--- src/rtl/dmf_pkg.sv ---
package dmf_pkg;

    typedef enum logic [1:0] {
        ST_RESET = 2'd0,
        ST_WAKE  = 2'd1,
        ST_RUN   = 2'd2
    } phase_t;

    typedef enum logic {
        OS_EMPTY = 1'b0,
        OS_HELD  = 1'b1
    } ostage_t;

endpackage

--- src/rtl/dmf_ctl.sv ---
module dmf_ctl
    import dmf_pkg::*;
(
    input  logic clk,
    input  logic rst_n,
    input  logic fwft_sel,
    output logic fwft_q,
    output logic run
);

    phase_t state;
    phase_t state_nxt;

    always_ff @(posedge clk) begin
        if (!rst_n) begin
            state  <= ST_RESET;
            fwft_q <= fwft_sel;
        end else begin
            state  <= state_nxt;
        end
    end

    always_comb begin
        state_nxt = state;
        unique case (state)
            ST_RESET: state_nxt = ST_WAKE;
            ST_WAKE:  state_nxt = ST_RUN;
            ST_RUN:   state_nxt = ST_RUN;
            default:  state_nxt = ST_RESET;
        endcase
    end

    always_comb begin
        run = (state == ST_RUN);
    end

    // mode is frozen once running
    p_mode_frozen_r3: assert property (@(posedge clk) disable iff (!rst_n)
        (state == ST_RUN) |=> $stable(fwft_q));

endmodule

--- src/rtl/dmf_store.sv ---
module dmf_store #(
    parameter int DW    = 8,
    parameter int DEPTH = 16
) (
    input  logic                         clk,
    input  logic                         rst_n,
    input  logic                         push,
    input  logic                         pop,
    input  logic [DW-1:0]                wdata,
    output logic [DW-1:0]                rdata,
    output logic [$clog2(DEPTH+1)-1:0]   cnt
);

    localparam int AW = (DEPTH > 1) ? $clog2(DEPTH) : 1;
    localparam int CW = $clog2(DEPTH + 1);
    localparam logic [AW-1:0] LAST = AW'(DEPTH - 1);

    logic [DW-1:0] mem [DEPTH];
    logic [AW-1:0] wptr;
    logic [AW-1:0] rptr;

    always_ff @(posedge clk) begin
        if (push) begin
            mem[wptr] <= wdata;
        end
    end

    always_ff @(posedge clk) begin
        if (!rst_n) begin
            wptr <= '0;
            rptr <= '0;
            cnt  <= '0;
        end else begin
            if (push) begin
                wptr <= (wptr == LAST) ? '0 : wptr + 1'b1;
            end
            if (pop) begin
                rptr <= (rptr == LAST) ? '0 : rptr + 1'b1;
            end
            unique case ({push, pop})
                2'b10:   cnt <= cnt + CW'(1);
                2'b01:   cnt <= cnt - CW'(1);
                default: cnt <= cnt;
            endcase
        end
    end

    always_comb begin
        rdata = mem[rptr];
    end

    // storage never exceeds its capacity
    p_no_overflow_r11: assert property (@(posedge clk) disable iff (!rst_n)
        cnt <= CW'(DEPTH));

    // a pop never happens on an empty store
    p_no_underflow_r11: assert property (@(posedge clk) disable iff (!rst_n)
        (cnt == '0) |-> !pop);

endmodule

--- src/rtl/dmf_outstage.sv ---
module dmf_outstage
    import dmf_pkg::*;
#(
    parameter int DW = 8
) (
    input  logic          clk,
    input  logic          rst_n,
    input  logic          fwft,
    input  logic          run,
    input  logic          rd_en,
    input  logic          stored,
    input  logic [DW-1:0] rdata,
    output logic          pop,
    output logic          ovalid,
    output logic [DW-1:0] dout
);

    ostage_t os;
    ostage_t os_nxt;

    always_comb begin
        if (!run || !stored) begin
            pop = 1'b0;
        end else if (fwft) begin
            pop = (os == OS_EMPTY) || rd_en;
        end else begin
            pop = rd_en;
        end
    end

    always_comb begin
        os_nxt = os;
        unique case (os)
            OS_EMPTY: os_nxt = (fwft && pop) ? OS_HELD : OS_EMPTY;
            OS_HELD:  os_nxt = pop ? OS_HELD : (rd_en ? OS_EMPTY : OS_HELD);
            default:  os_nxt = OS_EMPTY;
        endcase
    end

    always_ff @(posedge clk) begin
        if (!rst_n) begin
            os   <= OS_EMPTY;
            dout <= '0;
        end else begin
            os <= os_nxt;
            if (pop) begin
                dout <= rdata;
            end
        end
    end

    always_comb begin
        ovalid = (os == OS_HELD);
    end

    // the output register is only ever held in fall-through timing
    p_held_only_fwft_r6: assert property (@(posedge clk) disable iff (!rst_n)
        ovalid |-> fwft);

endmodule

--- src/rtl/dmf_thresh.sv ---
module dmf_thresh #(
    parameter int DEPTH   = 16,
    parameter int DEF_OFS = 8
) (
    input  logic                        clk,
    input  logic                        rst_n,
    input  logic                        run,
    input  logic [$clog2(DEPTH+1)-1:0]  occ,
    input  logic                        ofs_wr,
    input  logic                        ofs_sel,
    input  logic [$clog2(DEPTH+1)-1:0]  ofs_val,
    output logic                        ae_n,
    output logic                        af_n
);

    localparam int CW = $clog2(DEPTH + 1);

    logic [CW-1:0] ofs_e;
    logic [CW-1:0] ofs_f;
    logic [CW-1:0] free;

    always_ff @(posedge clk) begin
        if (!rst_n) begin
            ofs_e <= CW'(DEF_OFS);
            ofs_f <= CW'(DEF_OFS);
        end else if (ofs_wr) begin
            if (ofs_sel) begin
                ofs_f <= ofs_val;
            end else begin
                ofs_e <= ofs_val;
            end
        end
    end

    always_comb begin
        free = CW'(DEPTH) - occ;
        ae_n = run && (occ > ofs_e);
        af_n = !run || (free > ofs_f);
    end

    // with nothing stored the almost-empty flag is always asserted
    p_empty_is_low_r8: assert property (@(posedge clk) disable iff (!rst_n)
        (occ == '0) |-> !ae_n);

endmodule

--- src/rtl/dual_mode_fifo.sv ---
module dual_mode_fifo #(
    parameter int DW      = 8,
    parameter int DEPTH   = 16,
    parameter int DEF_OFS = 8
) (
    input  logic                        clk,
    input  logic                        rst_n,
    input  logic                        fwft_sel,
    input  logic                        wr_en,
    input  logic [DW-1:0]               wdata,
    output logic                        in_rdy,
    input  logic                        rd_en,
    output logic [DW-1:0]               dout,
    output logic                        out_rdy,
    output logic                        ae_n,
    output logic                        af_n,
    input  logic                        ofs_wr,
    input  logic                        ofs_sel,
    input  logic [$clog2(DEPTH+1)-1:0]  ofs_val
);

    localparam int CW = $clog2(DEPTH + 1);

    logic          fwft_q;
    logic          run;
    logic          push;
    logic          pop;
    logic          ovalid;
    logic [DW-1:0] rdata;
    logic [CW-1:0] cnt;
    logic [CW-1:0] occ;

    dmf_ctl u_ctl (
        .clk      (clk),
        .rst_n    (rst_n),
        .fwft_sel (fwft_sel),
        .fwft_q   (fwft_q),
        .run      (run)
    );

    dmf_store #(.DW(DW), .DEPTH(DEPTH)) u_store (
        .clk   (clk),
        .rst_n (rst_n),
        .push  (push),
        .pop   (pop),
        .wdata (wdata),
        .rdata (rdata),
        .cnt   (cnt)
    );

    dmf_outstage #(.DW(DW)) u_out (
        .clk    (clk),
        .rst_n  (rst_n),
        .fwft   (fwft_q),
        .run    (run),
        .rd_en  (rd_en),
        .stored (cnt != '0),
        .rdata  (rdata),
        .pop    (pop),
        .ovalid (ovalid),
        .dout   (dout)
    );

    dmf_thresh #(.DEPTH(DEPTH), .DEF_OFS(DEF_OFS)) u_thr (
        .clk     (clk),
        .rst_n   (rst_n),
        .run     (run),
        .occ     (occ),
        .ofs_wr  (ofs_wr),
        .ofs_sel (ofs_sel),
        .ofs_val (ofs_val),
        .ae_n    (ae_n),
        .af_n    (af_n)
    );

    always_comb begin
        occ     = cnt + CW'(ovalid);
        in_rdy  = run && (occ < CW'(DEPTH));
        push    = wr_en && in_rdy;
        out_rdy = fwft_q ? ovalid : (run && (cnt != '0));
    end

    // reset forces the flag pattern on the following cycle
    p_reset_flags_r1: assert property (@(posedge clk)
        !rst_n |=> (!in_rdy && !out_rdy && !ae_n && af_n));

    // write space is never reported in the cycle right after reset
    p_release_delay_r2: assert property (@(posedge clk) disable iff (!rst_n)
        in_rdy |-> $past(rst_n));

    // standard timing changes dout only on an accepted read
    p_std_hold_r5: assert property (@(posedge clk) disable iff (!rst_n)
        (!fwft_q && !(rd_en && out_rdy)) |=> $stable(dout));

    // a presented word stays until it is read
    p_fwft_hold_r7: assert property (@(posedge clk) disable iff (!rst_n)
        (fwft_q && out_rdy && !rd_en) |=> (out_rdy && $stable(dout)));

endmodule

--- config.mk ---
export PLATFORM = sky130hd
export DESIGN_NAME = dual_mode_fifo
export DESIGN_NICKNAME = d
export VERILOG_FILES = /design/src/rtl/dmf_pkg.sv /design/src/rtl/dmf_ctl.sv /design/src/rtl/dmf_store.sv /design/src/rtl/dmf_outstage.sv /design/src/rtl/dmf_thresh.sv /design/src/rtl/dual_mode_fifo.sv
export SDC_FILE = /design/constraint.sdc
export NUM_CORES = 1
export LEC_CHECK = 0
export BUFFER_PORTS_ARGS = -buffer_cell sky130_fd_sc_hd__clkbuf_2
export CAP_MARGIN = 20
export CORE_ASPECT_RATIO = 2
export CORE_MARGIN = 3
export CORE_UTILIZATION = 40
export CTS_BUF_LIST = sky130_fd_sc_hd__clkbuf_4 sky130_fd_sc_hd__clkbuf_8
export DETAILED_ROUTE_END_ITERATION = 16
export SLEW_MARGIN = 20
export SYNTH_ARGS = -nofsm -noshare
export SYNTH_HDL_FRONTEND = slang
export SYNTH_SLANG_ARGS = --single-unit
export TNS_END_PERCENT = 5
--- constraint.sdc ---
create_clock -name clk -period 5.04 [get_ports clk]
set_input_delay 0.504 -clock clk [delete_from_list [all_inputs] [get_ports clk]]
set_output_delay 0.504 -clock clk [all_outputs]
set_load 0.02 [all_outputs]
==> flow_summary.toml, run 1 <==
[run_status]
outcome = "finished, final reports clean"

[routing]
drc = 0
num_vias = 3842
routedWlPerCell_um = 21.3
ant_nets = 0
finalWirelength_um = 14900
drt_iter0_drc = 167
vias_per_cell = 5.50
firstDrtPassIters = 6

[cts]
h-tree-depth = 4
clk_pin_slew_ns = 0.11
cts_buffer_depth = 2
cts_setup_buffers = 0
cts_tree = "yes"
clk_latency_ns = 0.46
root_buffer = "clkbuf_8"
cts_buffers = 17
cts.sinks = 163
cts_resized = 0
hold_buffers = 0

[final_layout]
fill_cells = 1503
area_delta_synth_final_pct = 11.0
postLayoutCellArea_sq_mm = 0.00778
multiInputGateArea_sq_mm = 0.00226
final_nets = 523
seq_area_sq_mm = 0.00456
antenna_cells = 0
final_cells = 698
drive_gt1_frac = 0.220
finish.utilization = 0.459

[synth]
ys_seq_area_frac = 0.650
avgSynthCellArea_sq_um = 15.7
synth_cell_type_count = 47
yosysMostFrequentCell = "edfxtp_1"
ys_ff_latch = 163
synth_area_leaders = "edfxtp_1 (55%), mux4_2 (10%), dfxtp_1 (9.7%), ha_1 (4.5%), mux2i_1 (2.9%)"
synth_edf_count = 129
yosys_warnings = 0
netlist.area_leader.share = 0.553
synth_area_sq_mm = 0.00701
synth_cells = 447
synth_nets = 492
ys.flop_type = "edfxtp_1"
synth_common_cells = "edfxtp_1 (129), dfxtp_1 (34), mux4_2 (32), ha_1 (25)"
synthArstFlopShare = 0
yosysTopAreaCell = "edfxtp_1"

[critical_path]
end_kind = "flop"
crit_arrival_ns = 4.63
worstSetupStartpointType = "flop"
critPathLaunch = "u_store.cnt[0]"
crit_type = "reg2reg"
crit_path_max_incr_delay_ns = 0.50
critPathMostFrequentCell = "ha_1"
required_ns = 5.44
r2r-start = "u_store.cnt[0]"
regToRegSetupSlack_ns = 0.81
slowest_stage = "dfxtp_1"
crit_buf_inv = 1
crit_fanout = 17
worstPathCellList = "ha_1 -> ha_1 -> nand3_1 -> xnor2_2 -> ha_1 -> and3b_1 -> and2_1 -> inv_1 -> ha_1 -> xor2_1 -> ha_1 -> a211o_1 -> a21oi_1 -> a221oi_1 -> or3_1 -> a21oi_1"
crit_family = "adder cells"

[pwr]
power.density_mw_per_mm2 = 337
ir_worst_vdd_mv = 0.174
power.static_leakage_nw = 2.67
power.total_mw = 2.62

[placement]
postPlaceCellArea_sq_mm = 0.00734
place.gp.congestion = 0.784
io_buffer_count = 31
hpwl_um = 10600
dpl.cell_count = 666

[timing]
setup_violations = 0
post-route-period-util = 0.839
finalClockSkew_ns = 0.0198
maxSlewHeadroom = 0.325
period_needed_ns = 4.23
finalHoldViolCount = 0
tightest_slew_ns = 1.01
slew_violations = 0
rsz0062_at_grt = "false"
fmax_ghz = 0.237
setup_tns_ns = 0

[job]
cap_violations = 0

[die]
fp.dieArea_sq_mm = 0.0192
start_util = 0.414
ios = 32
num_rows = 67
core_sq_mm = 0.0169
die_width_um = 99.6
chipHeight_um = 193

[min_path]
hold_path_startpoint = "fwft_sel"
hold_class = "in2reg"

[global_routing]
grt_use_total = 0.166
grt_pass1_wl_um = 23300
grt_overflow = 0
grt_max_degree = 37
grt_pass1_vias = 4084
antenna_found_initial = 0
-- area by class of cell --
cell class                 instances  share of cell area
tap                              207              0.0333
sequential                       163               0.586
inverter                          21              0.0101
clock inverter                    15              0.0264
clock buffer                      17              0.0301
multi-input combinational        240               0.290
timing repair buffer              35              0.0238
-- through the flow --
stage	setup WS, ns	hold WS, ns
2_1_floorplan	1.39	0.436
3_3_place_gp	1.05	0.450
3_5_place_dp	0.856	0.455
4_1_cts	0.831	0.228
5_1_grt	0.470	0.224
6_report	0.813	0.248
-- path summary, 6_finish.rpt --
kind,to,depth (start not counted)
worst min register to register,u_thr.ofs_f[2],2
worst max register to register,u_store.cnt[4],16
worst min-delay path,u_ctl.fwft_q,1
worst max-delay path,u_store.cnt[4],16
-- worst register-to-register path, delay by kind of cell, from the launching register on --
family	cells	cell delay [ns]
simple gates	4	1.19
xor+xnor	2	0.40
buf+inv	1	0.16
flops	1	0.50
fa+ha+maj	5	1.30
compound gates	4	0.63
-- placed cells by master (no fill, tap or decap), types with 2 or more instances in the layout --
master,Yosys,routed
o21ai_0,8,8
or2_1,2,2
nand2_1,23,23
or3_1,4,4
and2_1,3,3
o221ai_1,8,8
xnor2_1,3,3
inv_8,0,3
inv_1,21,21
xor2_1,3,3
clkbuf_2,0,31
a21oi_1,19,19
nor2b_1,6,6
nor2_1,14,14
and3b_1,2,2
inv_6,0,4
and4_1,3,3
o211ai_1,3,3
nand3_1,23,23
ha_1,25,25
a221oi_1,2,2
buf_4,0,4
xnor2_2,2,2
mux2i_1,20,20
clkbuf_8,0,17
o22ai_1,2,2
nand2b_1,3,3
mux4_2,32,32
clkinv_8,0,5
edfxtp_1,129,129
dfxtp_1,34,33
and3_1,10,10
nor3_1,4,3
-- state kept, by name (all words and copies together), names as in the netlist --
signal and flops:
u_ctl.state 2, u_thr.ofs_e 5, u_out.dout 8, u_store.cnt 5
u_store.wptr 4, u_out.ovalid 1, u_store.mem 128, u_thr.ofs_f 5
u_store.rptr 4, u_ctl.fwft_q 1
-- layer usage --
layer / global-route usage / vias to the layer above / part of all wire
met2: 0.320 / 81 / 0.58
met3: 0.0335 / 18 / 0.029
met1: 0.172 / 1944 / 0.37
met5: 0 / - / 0
li1: - / 1799 / -
met4: 0.0637 / 0 / 0.024
-- cell families (layout without fill, tap and decap cells) --
family,Yosys count,in the layout,synth area share
compound gates,52,52,0.0523
fa+ha+maj,25,25,0.0446
simple gates,102,102,0.0771
flops,163,163,0.650
buf+inv,44,88,0.0284
xor+xnor,9,9,0.0161
mux,52,52,0.131
-- where the power goes --
group          internal (mW)  total (mW)  switching [mW]  leakage [nW]
sequential              1.46        1.47         0.00954          1.44
clock                  0.434        1.01           0.574         0.219
combinational         0.0534       0.142          0.0888          1.01
No activity file was read; power rests on OpenSTA's default activity.
==> run 2: changes to the inputs <==
--- a/config.mk
+++ b/config.mk
@@ -5,6 +5,7 @@
 export SDC_FILE = /design/constraint.sdc
 export NUM_CORES = 1
 export LEC_CHECK = 0
+export ABC_AREA = 1
 export BUFFER_PORTS_ARGS = -buffer_cell sky130_fd_sc_hd__clkbuf_2
 export CAP_MARGIN = 20
 export CORE_ASPECT_RATIO = 2
==> constraint.sdc (replaced) <==
create_clock -name clk -period 3.71 [get_ports clk]
set_input_delay 0.371 -clock clk [delete_from_list [all_inputs] [get_ports clk]]
set_output_delay 0.371 -clock clk [all_outputs]
set_load 0.02 [all_outputs]
==> run 2 against run 1 <==
  * Die area grew 4.3%
  * Worst setup slack lost 0.38 ns
  * Synthesized cell count grew 64%
  * Combinational power grew to 4.0 times the previous value
  * Critical path depth shrank 5
  * Power grew 44%
  * Core utilization shrank 0.53 points
==> flow_summary.toml, run 2 <==
[final_layout]
finish.utilization = 0.454
final_cells = 1001
postLayoutCellArea_sq_mm = 0.00811
final_nets = 820
final_common_cell = "edfxtp_1"
regMostFlops = "u_store.mem"
area_delta_synth_final_pct = 10.8
antenna_cells = 0
largest_register_ffs = 128
final_cell_mix = "edfxtp_1 (129), nor2_1 (125), nand2_1 (120)"
reg.largest.list = "u_store.mem: 128 flops, u_out.dout: 8 flops"
drive_gt1_frac = 0.121
fill_cells = 1680

[synth]
ys_ff_latch = 163
yosys.area_share.xor_xnor = 0.00940
synth_common_cells = "edfxtp_1 (129), nor2_1 (125), nand2_1 (120), o21ai_0 (83), inv_1 (66)"
ys.flop_type = "edfxtp_1"
avgSynthCellArea_sq_um = 9.98
synth_area_leaders = "edfxtp_1 (53%), dfxtp_1 (9.3%), nor2_1 (6.4%), nand2_1 (6.2%), o21ai_0 (5.7%)"
yosys_warnings = 0
ys_seq_area_frac = 0.622
synth_compound_area_frac = 0.0883
yosysMostFrequentCell = "edfxtp_1"
synth_edf_count = 129
synth_nets = 779
synthArstFlopShare = 0
synth_mux_area_frac = 0
yosysTopAreaCell = "edfxtp_1"
synth_area_sq_mm = 0.00732
synth_cell_type_count = 35
synth_cells = 734
netlist.area_leader.share = 0.529
synth-simple-area-share = 0.180
synth_fa_ha_area_frac = 0.0427
synth_top_family_by_area = "simple AND/OR/NAND/NOR gates"

[placement]
place.gp.congestion = 0.825
io_buffer_count = 31
hpwl_um = 11500
postPlaceCellArea_sq_mm = 0.00774
dpl.cell_count = 969
pre_cts_ws_ns = 0.498

[critical_path]
crit_type = "reg2out"
crit_family = "adder cells"
slowest_stage = "dfxtp_1"
worstSetupStartpointType = "flop"
required_ns = 3.34
end_kind = "output port"
crit_arrival_ns = 2.91
critPathMostFrequentCell = "ha_1"
crit_fanout = 4
worstPathCellList = "ha_1 -> ha_1 -> inv_1 -> ha_1 -> nor3b_1 -> ha_1 -> ha_1 -> a21o_1 -> o22ai_1 -> nand2_1 -> clkbuf_2"
crit_path_max_incr_delay_ns = 0.35
crit_buf_inv = 2

[timing]
whs_ns = 0.0903
post-route-period-util = 0.884
rsz0062_at_grt = "false"
finalClockSkew_ns = 0.0144
setup_tns_ns = 0
finalHoldViolCount = 0
tightest_slew_ns = 1.03
period_needed_ns = 3.28
slew_violations = 0
setup_violations = 0
maxSlewHeadroom = 0.313
worst_slack_ns = 0.431
fmax_ghz = 0.305

[job]
cap_violations = 0

[pwr]
swShare = 0.279
share_seq_of_total_power = 0.537
ir_worst_vdd_mv = 0.226
internal-power_mw = 2.73
combPwrFrac = 0.149
power.static_leakage_nw = 3.22
power.total_mw = 3.79
p_sw_mw = 1.06
clkPwrFrac = 0.314
power.density_mw_per_mm2 = 467

[routing]
drc = 0
finalWirelength_um = 17100
ant_nets = 0
firstDrtPassIters = 5
vias_per_cell = 5.14
routedWlPerCell_um = 17.1
drt_iter0_drc = 236
num_vias = 5148

[global_routing]
antenna_found_initial = 0
grt_pass1_wl_um = 26700
grt_pass1_vias = 5130
grt_overflow = 0
grt_use_total = 0.180
grt_max_degree = 68

[die]
ios = 32
start_util = 0.410
die_width_um = 102
chipHeight_um = 197
core_sq_mm = 0.0179
fp.dieArea_sq_mm = 0.0201
num_rows = 69

[run_status]
outcome = "finished, final reports clean"

[cts]
cts_setup_buffers = 0
cts_resized = 0
clk_latency_ns = 0.46
cts.sinks = 163
cts_buffers = 17
hold_buffers = 0
cts_buffer_depth = 2
cts_tree = "yes"
root_buffer = "clkbuf_8"
h-tree-depth = 4
clk_pin_slew_ns = 0.09

[min_path]
hold_class = "in2reg"
run 2: cell types whose count changed in the layout (fill, tap and decap cells not counted), moves of 20 or more:
cell,before,now
nor2_1,14,125
nand2_1,23,120
o21ai_0,8,83
inv_1,21,66
mux4_2,32,0
mux2i_1,20,0
run 2: final cells by class:
| type | instances | area, sq um | share of cell area |
|---|---|---|---|
| Clock buffer | 17 | 234 | 0.0288 |
| Tap cell | 213 | 267 | 0.0329 |
| Sequential cell | 163 | 4560 | 0.562 |
| Timing Repair Buffer | 52 | 313 | 0.0386 |
| Multi-Input combinational cell | 470 | 2340 | 0.289 |
| Clock inverter | 15 | 133 | 0.0164 |
| Inverter | 71 | 267 | 0.0329 |
run 2: cells by family after synthesis:
logic type      count (synthesis)
simple gates                  313
flops                         163
compound gates                125
buf+inv                       101
fa+ha+maj                      25
xor+xnor                        7
run 2: power by group through the flow:
| stage | logic [mW] | registers, mW | clock network [mW] |
|---|---|---|---|
| global route | 0.644 | 2.04 | 1.29 |
| CTS | 0.573 | 2.04 | 1.22 |
| finish | 0.566 | 2.03 | 1.19 |
| global placement | 0.559 | 2.08 | 0 |
| floorplan | 0.394 | 2.08 | 0 |
| detailed placement | 0.571 | 2.08 | 0 |
run 2: path summary, 6_finish.rpt:
path	from	endpoint	slack, ns	cells past startpoint
worst max register to register	u_store.cnt[0]	u_store.cnt[4]	0.46	18
worst min-delay path	fwft_sel	u_ctl.fwft_q	0.09	1
worst max-delay path	u_store.cnt[0]	af_n	0.43	11
worst min register to register	u_thr.ofs_e[1]	u_thr.ofs_e[1]	0.47	2
run 2: layer usage:
metal / wire, um / GRT usage / share of wire / vias up
met1: 6150 / 0.185 / 0.36 / 2439
li1: - / - / - / 2550
met5: 0 / 0 / 0 / -
met4: 757 / 0.102 / 0.044 / 0
met2: 9620 / 0.333 / 0.56 / 117
met3: 571 / 0.0325 / 0.033 / 42
==> run 3: changes to the inputs <==
--- a/config.mk
+++ b/config.mk
@@ -6,13 +6,13 @@
 export NUM_CORES = 1
 export LEC_CHECK = 0
 export ABC_AREA = 1
-export BUFFER_PORTS_ARGS = -buffer_cell sky130_fd_sc_hd__clkbuf_2
 export CAP_MARGIN = 20
 export CORE_ASPECT_RATIO = 2
 export CORE_MARGIN = 3
 export CORE_UTILIZATION = 40
 export CTS_BUF_LIST = sky130_fd_sc_hd__clkbuf_4 sky130_fd_sc_hd__clkbuf_8
 export DETAILED_ROUTE_END_ITERATION = 16
+export DONT_BUFFER_PORTS = 1
 export SLEW_MARGIN = 20
 export SYNTH_ARGS = -nofsm -noshare
 export SYNTH_HDL_FRONTEND = slang
==> run 3 against run 2 <==
  * Sequential power barely moved
  * Cell area rose by 0.94%
  * Die area did not move
  * Highest routed layer unchanged
  * Critical path type unchanged
  * Maximum frequency fell by 0.99%
  * Wire length rose by 0.36%
  * Critical path depth fell by 3
==> flow_summary.toml, run 3 (same netlist as run 2, synthesis figures left out) <==
[pwr]
power.density_mw_per_mm2 = 463
ir_worst_vdd_mv = 0.229
power.static_leakage_nw = 3.20

[die]
fp.dieArea_sq_mm = 0.0201
chipHeight_um = 197
num_rows = 69
start_util = 0.410
ios = 32
core_sq_mm = 0.0179
die_width_um = 102

[placement]
hpwl_um = 11400
io_buffer_count = 0
pre_cts_ws_ns = 0.435
place.gp.congestion = 0.840

[timing]
period_needed_ns = 3.31
worst_slack_ns = 0.398
finalClockSkew_ns = 0.0146
maxSlewHeadroom = 0.317
fmax_ghz = 0.302
setup_violations = 0
slew_violations = 0
tightest_slew_ns = 1.02
rsz0062_at_grt = "false"
finalHoldViolCount = 0
setup_tns_ns = 0
post-route-period-util = 0.893

[final_layout]
final_common_cell = "edfxtp_1"
reg.largest.list = "u_store.mem: 128 flops, u_out.dout: 8 flops"
finish.utilization = 0.458
antenna_cells = 0
regMostFlops = "u_store.mem"
largest_register_ffs = 128
area_delta_synth_final_pct = 11.8
drive_gt1_frac = 0.0900
final_cell_mix = "edfxtp_1 (129), nor2_1 (125), nand2_1 (120)"
final_nets = 810

[cts]
cts.sinks = 163
cts_buffer_depth = 2
h-tree-depth = 4
clk_latency_ns = 0.44
root_buffer = "clkbuf_8"
clk_pin_slew_ns = 0.08
cts_tree = "yes"
cts_setup_buffers = 0
cts_buffers = 17

[routing]
drt_iter0_drc = 234
finalWirelength_um = 17200
ant_nets = 0
firstDrtPassIters = 6
num_vias = 5122
routedWlPerCell_um = 17.3
vias_per_cell = 5.17
drc = 0

[critical_path]
crit_arrival_ns = 2.94
crit_type = "reg2out"
crit_fanout = 6
required_ns = 3.34
worstSetupStartpointType = "flop"
end_kind = "output port"

[global_routing]
antenna_found_initial = 0
grt_pass1_vias = 5234
grt_pass1_wl_um = 27100
grt_overflow = 0
grt_max_degree = 68
grt_use_total = 0.180

[min_path]
hold_class = "in2reg"

[run_status]
outcome = "finished, final reports clean"

[job]
cap_violations = 0
==> run 3: power breakdown <==
| group | switching [mW] | leakage [nW] | internal, mW |
|---|---|---|---|
| Combinational | 0.340 | 1.57 | 0.187 |
| Sequential | 0.0401 | 1.44 | 2.01 |
| Clock | 0.608 | 0.196 | 0.604 |
| Total | 0.988 | 3.20 | 2.80 |
==> run 3: worst paths after layout <==
| path | cells past startpoint | slack, ns | from | end |
|---|---|---|---|---|
| worst max-delay path | 8 | 0.40 | u_store.cnt[0] | in_rdy |
| worst min-delay path | 0 | 0.03 | wdata[4] | u_store.mem[0][4] |
| worst max register to register | 19 | 0.40 | u_store.cnt[0] | u_store.cnt[4] |
| worst min register to register | 2 | 0.46 | u_thr.ofs_e[1] | u_thr.ofs_e[1] |
==> run 3: what timing repair did <==
| action | 4_1_cts | 5_1_grt |
|---|---|---|
| resized for setup | 0 | 0 |
| hold buffers | 14 | 2 |
| hold endpoints to repair | 65 | 5 |
==> run 3: metal layers <==
metal  vias up  GRT usage  routed length, um
met5         -          0                  0
met4         0      0.100                822
met3        48     0.0322                553
met2       116      0.333               9540
met1      2423      0.185               6240
li1       2535          -                  -
==> run 3: area by class of cell <==
| type | instances | area (sq um) |
|---|---|---|
| Tap cell | 213 | 267 |
| Multi-Input combinational cell | 470 | 2340 |
| Clock inverter | 9 | 82.6 |
| Clock buffer | 23 | 298 |
| Inverter | 71 | 267 |
| Timing Repair Buffer | 42 | 375 |
| Sequential cell | 163 | 4560 |
| Fill cell | 1686 | 9680 |
==> run 3: critical path, cell delays in order, from the launching register on <==
cell and delay, ns:
dfxtp_1 0.35, ha_1 0.23, ha_1 0.30, inv_1 0.06
ha_1 0.21, nor3b_1 0.15, ha_1 0.18, nor2_1 0.36
a21boi_0 0.67
==> run 3: stage by stage <==
step / area (sq um) / cells / power (mW) / hold slack (ns)
3_3_place_gp: 7620 / 942 / 2.56 / 0.444
6_report: 8190 / 991 / 3.79 / 0.0328
2_1_floorplan: 7320 / 734 / 2.47 / 0.435
3_5_place_dp: 7620 / 942 / 2.58 / 0.458
5_1_grt: 8190 / 991 / 3.97 / 0.00101
4_1_cts: 8140 / 988 / 3.81 / 0.0000189
